### src/rtl/irqc_csr_pkg.sv
package irqc_csr_pkg;

    // Which register window an access falls into
    typedef enum logic [2:0] {
        RG_NONE = 3'd0,
        RG_PRIO = 3'd1,
        RG_PEND = 3'd2,
        RG_EN   = 3'd3,
        RG_THR  = 3'd4,
        RG_CLM  = 3'd5
    } irqc_rg_e;

endpackage

### src/rtl/irqc_addr_dec.sv
module irqc_addr_dec
    import irqc_csr_pkg::*;
#(
    parameter int unsigned ADDR_W     = 24,
    parameter int unsigned NSRC       = 40,
    parameter int unsigned NCTX       = 2,
    parameter int unsigned PRIO_BASE  = 32'h0000_0000,
    parameter int unsigned PEND_BASE  = 32'h0000_1000,
    parameter int unsigned EN_BASE    = 32'h0000_2000,
    parameter int unsigned EN_STRIDE  = 32'h0000_0080,
    parameter int unsigned CTX_BASE   = 32'h0020_0000,
    parameter int unsigned CTX_STRIDE = 32'h0000_1000,
    localparam int unsigned ID_W  = $clog2(NSRC),
    localparam int unsigned NWORD = (NSRC + 31) / 32,
    localparam int unsigned WIW   = (NWORD > 1) ? $clog2(NWORD) : 1,
    localparam int unsigned CIW   = (NCTX > 1) ? $clog2(NCTX) : 1
) (
    input  logic [ADDR_W-1:0] addr,
    output irqc_rg_e          kind,
    output logic [ID_W-1:0]   src_idx,
    output logic [WIW-1:0]    word_idx,
    output logic [CIW-1:0]    ctx_idx
);

    localparam int unsigned PRIO_BYTES = (NSRC - 1) * 4;
    localparam int unsigned PEND_BYTES = NWORD * 4;
    localparam int unsigned EN_SPAN    = NCTX * EN_STRIDE;
    localparam int unsigned CTX_SPAN   = NCTX * CTX_STRIDE;
    localparam int unsigned EN_SH      = $clog2(EN_STRIDE);
    localparam int unsigned CTX_SH     = $clog2(CTX_STRIDE);

    logic [31:0] a_w;
    logic [31:0] p_off;
    logic [31:0] q_off;
    logic [31:0] e_off;
    logic [31:0] c_off;
    logic [31:0] e_in;
    logic [31:0] c_in;

    assign a_w   = 32'(addr);
    assign p_off = a_w - PRIO_BASE;
    assign q_off = a_w - PEND_BASE;
    assign e_off = a_w - EN_BASE;
    assign c_off = a_w - CTX_BASE;
    // Strides are powers of two: the in-page offset is a mask
    assign e_in  = e_off & (EN_STRIDE - 1);
    assign c_in  = c_off & (CTX_STRIDE - 1);

    always_comb begin
        kind     = RG_NONE;
        src_idx  = '0;
        word_idx = '0;
        ctx_idx  = '0;
        if (a_w[1:0] == 2'b00) begin
            if (a_w >= PRIO_BASE && p_off < PRIO_BYTES) begin
                kind    = RG_PRIO;
                src_idx = ID_W'((p_off >> 2) + 1);
            end else if (a_w >= PEND_BASE && q_off < PEND_BYTES) begin
                kind     = RG_PEND;
                word_idx = WIW'(q_off >> 2);
            end else if (a_w >= EN_BASE && e_off < EN_SPAN) begin
                ctx_idx  = CIW'(e_off >> EN_SH);
                word_idx = WIW'(e_in >> 2);
                if ((e_in >> 2) < NWORD) begin
                    kind = RG_EN;
                end
            end else if (a_w >= CTX_BASE && c_off < CTX_SPAN) begin
                ctx_idx = CIW'(c_off >> CTX_SH);
                if (c_in == 32'd0) begin
                    kind = RG_THR;
                end else if (c_in == 32'd4) begin
                    kind = RG_CLM;
                end
            end
        end
    end

endmodule

### src/rtl/irqc_rd_mux.sv
module irqc_rd_mux
    import irqc_csr_pkg::*;
#(
    parameter int unsigned NSRC   = 40,
    parameter int unsigned NCTX   = 2,
    parameter int unsigned PRIO_W = 3,
    localparam int unsigned ID_W  = $clog2(NSRC),
    localparam int unsigned NWORD = (NSRC + 31) / 32,
    localparam int unsigned WIW   = (NWORD > 1) ? $clog2(NWORD) : 1,
    localparam int unsigned CIW   = (NCTX > 1) ? $clog2(NCTX) : 1
) (
    input  irqc_rg_e                       kind,
    input  logic [ID_W-1:0]                src_idx,
    input  logic [WIW-1:0]                 word_idx,
    input  logic [CIW-1:0]                 ctx_idx,
    input  logic [NSRC-1:0][PRIO_W-1:0]    prio,
    input  logic [NCTX-1:0][NSRC-1:0]      en,
    input  logic [NCTX-1:0][PRIO_W-1:0]    thr,
    input  logic [NSRC-1:0]                pend,
    input  logic [NCTX-1:0][ID_W-1:0]      win,
    output logic [31:0]                    rd
);

    always_comb begin
        rd = '0;
        unique case (kind)
            RG_PRIO: rd = 32'(prio[src_idx]);
            RG_PEND: begin
                for (int i = 0; i < 32; i++) begin
                    if (int'(word_idx) * 32 + i < int'(NSRC)) begin
                        rd[i] = pend[ID_W'(int'(word_idx) * 32 + i)];
                    end
                end
            end
            RG_EN: begin
                for (int i = 0; i < 32; i++) begin
                    if (int'(word_idx) * 32 + i < int'(NSRC)) begin
                        rd[i] = en[ctx_idx][ID_W'(int'(word_idx) * 32 + i)];
                    end
                end
            end
            RG_THR:  rd = 32'(thr[ctx_idx]);
            RG_CLM:  rd = 32'(win[ctx_idx]);
            default: rd = '0;
        endcase
    end

endmodule

### src/rtl/irqc_csr_if.sv
module irqc_csr_if
    import irqc_csr_pkg::*;
#(
    parameter int unsigned ADDR_W     = 24,
    parameter int unsigned NSRC       = 40,
    parameter int unsigned NCTX       = 2,
    parameter int unsigned PRIO_W     = 3,
    parameter int unsigned MAX_PRIO   = 7,
    parameter int unsigned PRIO_BASE  = 32'h0000_0000,
    parameter int unsigned PEND_BASE  = 32'h0000_1000,
    parameter int unsigned EN_BASE    = 32'h0000_2000,
    parameter int unsigned EN_STRIDE  = 32'h0000_0080,
    parameter int unsigned CTX_BASE   = 32'h0020_0000,
    parameter int unsigned CTX_STRIDE = 32'h0000_1000,
    localparam int unsigned ID_W  = $clog2(NSRC),
    localparam int unsigned NWORD = (NSRC + 31) / 32,
    localparam int unsigned WIW   = (NWORD > 1) ? $clog2(NWORD) : 1,
    localparam int unsigned CIW   = (NCTX > 1) ? $clog2(NCTX) : 1
) (
    input  logic                    clk,
    input  logic                    rst_n,
    input  logic [ADDR_W-1:0]       bus_addr,
    input  logic [31:0]             bus_wdata,
    input  logic                    bus_we,
    input  logic                    bus_re,
    output logic [31:0]             bus_rdata,
    input  logic [NSRC-1:0]         pend_i,
    input  logic [NCTX*ID_W-1:0]    win_id_i,
    output logic [NSRC*PRIO_W-1:0]  prio_o,
    output logic [NCTX*NSRC-1:0]    en_o,
    output logic [NCTX*PRIO_W-1:0]  thr_o,
    output logic [NCTX-1:0]         claim_o,
    output logic [ID_W-1:0]         claim_id_o,
    output logic [NCTX-1:0]         cmpl_o,
    output logic [ID_W-1:0]         cmpl_id_o
);

    typedef struct packed {
        logic [NSRC-1:0][PRIO_W-1:0] prio;
        logic [NCTX-1:0][NSRC-1:0]   en;
        logic [NCTX-1:0][PRIO_W-1:0] thr;
        logic [31:0]                 rdata;
        logic [NCTX-1:0]             clm;
        logic [ID_W-1:0]             clm_id;
        logic [NCTX-1:0]             cmp;
        logic [ID_W-1:0]             cmp_id;
    } csr_st_t;

    csr_st_t st_d, st_q;

    irqc_rg_e                  dec_kind;
    logic [ID_W-1:0]           dec_src;
    logic [WIW-1:0]            dec_word;
    logic [CIW-1:0]            dec_ctx;
    logic [31:0]               rd_val;
    logic [NCTX-1:0][ID_W-1:0] win_a;

    assign win_a = win_id_i;

    irqc_addr_dec #(
        .ADDR_W    (ADDR_W),
        .NSRC      (NSRC),
        .NCTX      (NCTX),
        .PRIO_BASE (PRIO_BASE),
        .PEND_BASE (PEND_BASE),
        .EN_BASE   (EN_BASE),
        .EN_STRIDE (EN_STRIDE),
        .CTX_BASE  (CTX_BASE),
        .CTX_STRIDE(CTX_STRIDE)
    ) u_dec (
        .addr    (bus_addr),
        .kind    (dec_kind),
        .src_idx (dec_src),
        .word_idx(dec_word),
        .ctx_idx (dec_ctx)
    );

    irqc_rd_mux #(
        .NSRC  (NSRC),
        .NCTX  (NCTX),
        .PRIO_W(PRIO_W)
    ) u_rd (
        .kind    (dec_kind),
        .src_idx (dec_src),
        .word_idx(dec_word),
        .ctx_idx (dec_ctx),
        .prio    (st_q.prio),
        .en      (st_q.en),
        .thr     (st_q.thr),
        .pend    (pend_i),
        .win     (win_a),
        .rd      (rd_val)
    );

    always_comb begin
        st_d        = st_q;
        st_d.rdata  = '0;
        st_d.clm    = '0;
        st_d.clm_id = '0;
        st_d.cmp    = '0;
        st_d.cmp_id = '0;

        // Read side uses pre-write state, so a combined access sees old data
        if (bus_re) begin
            st_d.rdata = rd_val;
            if (dec_kind == RG_CLM && win_a[dec_ctx] != '0) begin
                st_d.clm[dec_ctx] = 1'b1;
                st_d.clm_id       = win_a[dec_ctx];
            end
        end

        if (bus_we) begin
            unique case (dec_kind)
                RG_PRIO: st_d.prio[dec_src] = bus_wdata[PRIO_W-1:0];
                RG_EN: begin
                    for (int i = 0; i < 32; i++) begin
                        if (int'(dec_word) * 32 + i < int'(NSRC)) begin
                            st_d.en[dec_ctx][ID_W'(int'(dec_word) * 32 + i)] = bus_wdata[i];
                        end
                    end
                end
                RG_THR: begin
                    if (bus_wdata <= MAX_PRIO) begin
                        st_d.thr[dec_ctx] = bus_wdata[PRIO_W-1:0];
                    end
                end
                RG_CLM: begin
                    if (bus_wdata < NSRC) begin
                        st_d.cmp[dec_ctx] = 1'b1;
                        st_d.cmp_id       = bus_wdata[ID_W-1:0];
                    end
                end
                default: ;
            endcase
        end
    end

    always_ff @(posedge clk or negedge rst_n) begin
        if (!rst_n) begin
            st_q <= '0;
        end else begin
            st_q <= st_d;
        end
    end

    assign bus_rdata  = st_q.rdata;
    assign prio_o     = st_q.prio;
    assign en_o       = st_q.en;
    assign thr_o      = st_q.thr;
    assign claim_o    = st_q.clm;
    assign claim_id_o = st_q.clm_id;
    assign cmpl_o     = st_q.cmp;
    assign cmpl_id_o  = st_q.cmp_id;

endmodule

### config.mk
export PLATFORM = sky130hd
export DESIGN_NAME = irqc_csr_if
export DESIGN_NICKNAME = d
export VERILOG_FILES = /design/src/rtl/irqc_csr_pkg.sv /design/src/rtl/irqc_addr_dec.sv /design/src/rtl/irqc_rd_mux.sv /design/src/rtl/irqc_csr_if.sv
export SDC_FILE = /design/constraint.sdc
export NUM_CORES = 1
export LEC_CHECK = 0
export BUFFER_PORTS_ARGS = -buffer_cell sky130_fd_sc_hd__buf_2
export CAP_MARGIN = 20
export CORE_MARGIN = 2
export CORE_UTILIZATION = 45
export CTS_CLUSTER_SIZE = 12
export DETAILED_ROUTE_END_ITERATION = 8
export PLACE_DENSITY = 0.76
export RECOVER_POWER = 25
export SYNTH_ARGS = -nofsm -noshare
export SYNTH_HDL_FRONTEND = slang
export SYNTH_SLANG_ARGS = --single-unit
### constraint.sdc
create_clock -name clk -period 4.9 [get_ports clk]
set_input_delay 0.735 -clock clk [delete_from_list [all_inputs] [get_ports clk]]
set_output_delay 0.735 -clock clk [all_outputs]
set_load 0.05 [all_outputs]
==> run metrics <==
# rows 59; routed length per instance 23.3 um; path category of the worst min-delay check input pin to register; CTS resizes 0; initial DRC count 1178; Cells after Synth 1043; gpl congestion 0.956; largest net degree at the start of global routing 105; Avg Cell Area, Syn 11.3 sq um; post-CTS setup buffer count 0; synth top area cells dfrtp_1 (50%), mux2_2 (18%), mux2i_1 (4.1%); total power 0.00413 W; Post-Syn Area 11800 sq um; leading area contributor after synthesis dfrtp_1; Crit Path Max Fanout 32; vias 10300; CP Data Arrival Time 4.47 ns; initial antenna violation count 2; crit end category register; P_leak 7.69 nW; fmax 0.245 GHz; Worst Max-Slew Pin Slew 2.30 ns; flop-to-flop setup slack 2.60 ns; Die ar. 27600 sq um; Critical Path Source Type input pin; clk_lat worst skew 0.54 ns; YS warnings 0; Finished Cell Area 14800 sq um; core area 25900 sq um; crit-path cells buf_2, ha_1, a211o_1, a211o_4, or3_1, and2_0, o21ai_2, a2bb2oi_1, nand3_2, buf_12, mux2_2; H-tree levels 1; FF-to-FF path depth 7; r2r startpoint prio_o[79]$_DFFE_PN0P_; Hold Fails Final Rpt 0; share of layout cells above drive strength 1 44.6%; Yosys reg bits 238; Seq/Total Area, Yosys 50.3%; synth cell count leaders dfrtp_1 (238), mux2_2 (191), nor2_1 (98); max-slew violation total from the final report 90; residual DRC count 0; cell with the most instances after synthesis dfrtp_1; CTS Buffer Depth 3; met2 wire length 19700 um; hold path start bus_wdata[10]; Starting Density 45.7%; dpl hpwl 29800 um; Worst-path clk slew 0.06 ns; failing checks capacitance limit, slew limit; top layer in use met5; final period utilization 83.2%; worst-case clock skew 0.0284 ns; clock sink count 238; reg2reg end bus_rdata[1]$_DFF_PN0_; NumNets Final 1506; P per Cell Area 279 nW/um^2; Layout area overhead 25.2%; Crit path largest cell delay 0.75 ns; Area after DPL 14000 sq um; antenna viol nets, final 0; routed wl met3 3700 um; vias in the first global route 10300; Netlist cell types 71; Worst EP required 5.29 ns; setup TNS 0 ns; root buf cell clkbuf_16; outcome finished, violations left; first-pass GRT wire length 61400 um; slowest CP cell a2bb2oi_1; buffers added on ports 348; First-pass DRT Iterations 6; Top Ports 366; Async S/R FF share, synth 100%; Metal-1 WL 15300 um; CTS buffer count 26; fin crit period 4.08 ns; Routed WL 40400 um; area share of the largest cell type after synthesis 50.3%; total track usage 28.3%; Worst Hold End en_o[50]$_DFFE_PN0P_; Hold-fix buffers, CTS 0; Via density 5.94; Slew headroom -53.6%; Final Setup Violations 0; Most used DFF post-synth dfrtp_1; Die Y-Extent 166 um; Horiz. Die Dim 166 um; CTS tree built; hold path depth 2; MaxCap Viol Count 1; crit path kind input pin to register; Max IR drop VDD 232 uV; total gr overflow 0; RSZ-0062 raised after global routing false; number of flops mapped to enable cells by yosys 0
## per-layer routing
| layer | vias to the layer above | track usage (%) |
|---|---|---|
| li1 | 4500 | - |
| met1 | 5141 | 35.2 |
| met2 | 571 | 48.8 |
| met3 | 117 | 6.22 |
| met4 | 2 | 10.1 |
| met5 | - | 0 |
## cell families after synthesis
logic type / Yosys count / share of synthesized area [%]
buf+inv: 89 / 3.46
fa+ha+maj: 8 / 0.846
other cells: 1 / 0.0317
mux: 244 / 23.0
simple gates: 311 / 12.7
compound gates: 143 / 8.98
xor+xnor: 9 / 0.666
flops: 238 / 50.3
## sequential cells by signal, summed over array words and instances (netlist names)
signal      flops
prio_o        120
thr_o           6
en_o           64
claim_id_o      6
claim_o         2
bus_rdata      32
cmpl_o          2
cmpl_id_o       6
## layout make-up
type | count | area (sq um)
fillers | 2202 | 11100
well taps | 335 | 419
flip-flops and latches | 238 | 5960
inverters | 12 | 45.0
clock inverters | 5 | 68.8
repair buffers | 377 | 2000
multi-input cells | 731 | 5570
diodes | 1 | 2.50
clock buffers | 40 | 753
## power by group
part           total, W  internal [W]  switching [W]
registers       0.00197       0.00197  0.00000000205
logic          0.000282     0.0000766       0.000205
clock network   0.00188       0.00111       0.000772
total           0.00413       0.00315       0.000977
## worst max-delay path, delay by kind of cell
kind | cells | cell delay (ns)
muxes | 1 | 0.30
adders and majority gates | 1 | 0.29
and+or+nand+nor | 3 | 1.04
buffers and inverters | 2 | 0.35
AOI/OAI and AO/OA | 4 | 1.71
## stage by stage
stage | hold WS, ns | setup slack [ns] | cells | utilization (%)
after floorplan | 0.439 | 1.04 | 1058 | -
final | 0.475 | 0.821 | 1739 | 57.2
after global routing | 0.471 | 0.611 | 1739 | 57.2
after detailed placement | 0.513 | 0.339 | 1693 | 54.0
after global placement | 0.506 | 0.373 | 1693 | 54.0
after CTS | 0.237 | 0.859 | 1738 | 57.2
## placed cells by master, fill, tap and decap left out, drive strengths merged, types with 5 or more instances in the layout
master / instances
clkbuf: 41
o221ai: 7
nor3: 29
ha: 8
conb: 16
nand2b: 5
and3: 5
nor4: 22
o2111ai: 6
nand3: 21
nor3b: 5
inv: 11
mux2i: 48
nor2: 98
o21a: 10
o22ai: 17
nand4: 10
o21ai: 13
a21oi: 26
a2111oi: 5
nand2: 74
a211oi: 5
or3: 5
xnor2: 5
dfrtp: 238
a311oi: 22
and2: 12
or4: 8
mux2: 193
buf: 376
## worst max-delay path by stage
| stage | slack (ns) | endpoint | cells after the start | startpoint |
|---|---|---|---|---|
| 4_1_cts | 0.86 | en_o[13]$_DFFE_PN0P_ | 11 | bus_addr[3] |
| 2_1_floorplan | 1.04 | bus_rdata[2]$_DFF_PN0_ | 11 | bus_addr[2] |
| 3_5_place_dp | 0.34 | en_o[29]$_DFFE_PN0P_ | 11 | bus_addr[3] |
| 3_3_place_gp | 0.37 | bus_rdata[1]$_DFF_PN0_ | 13 | bus_addr[13] |
| 5_1_grt | 0.61 | bus_rdata[1]$_DFF_PN0_ | 12 | bus_addr[2] |
| 6_report | 0.82 | en_o[13]$_DFFE_PN0P_ | 11 | bus_addr[3] |
Note: power is estimated with default switching activity, not from simulation.
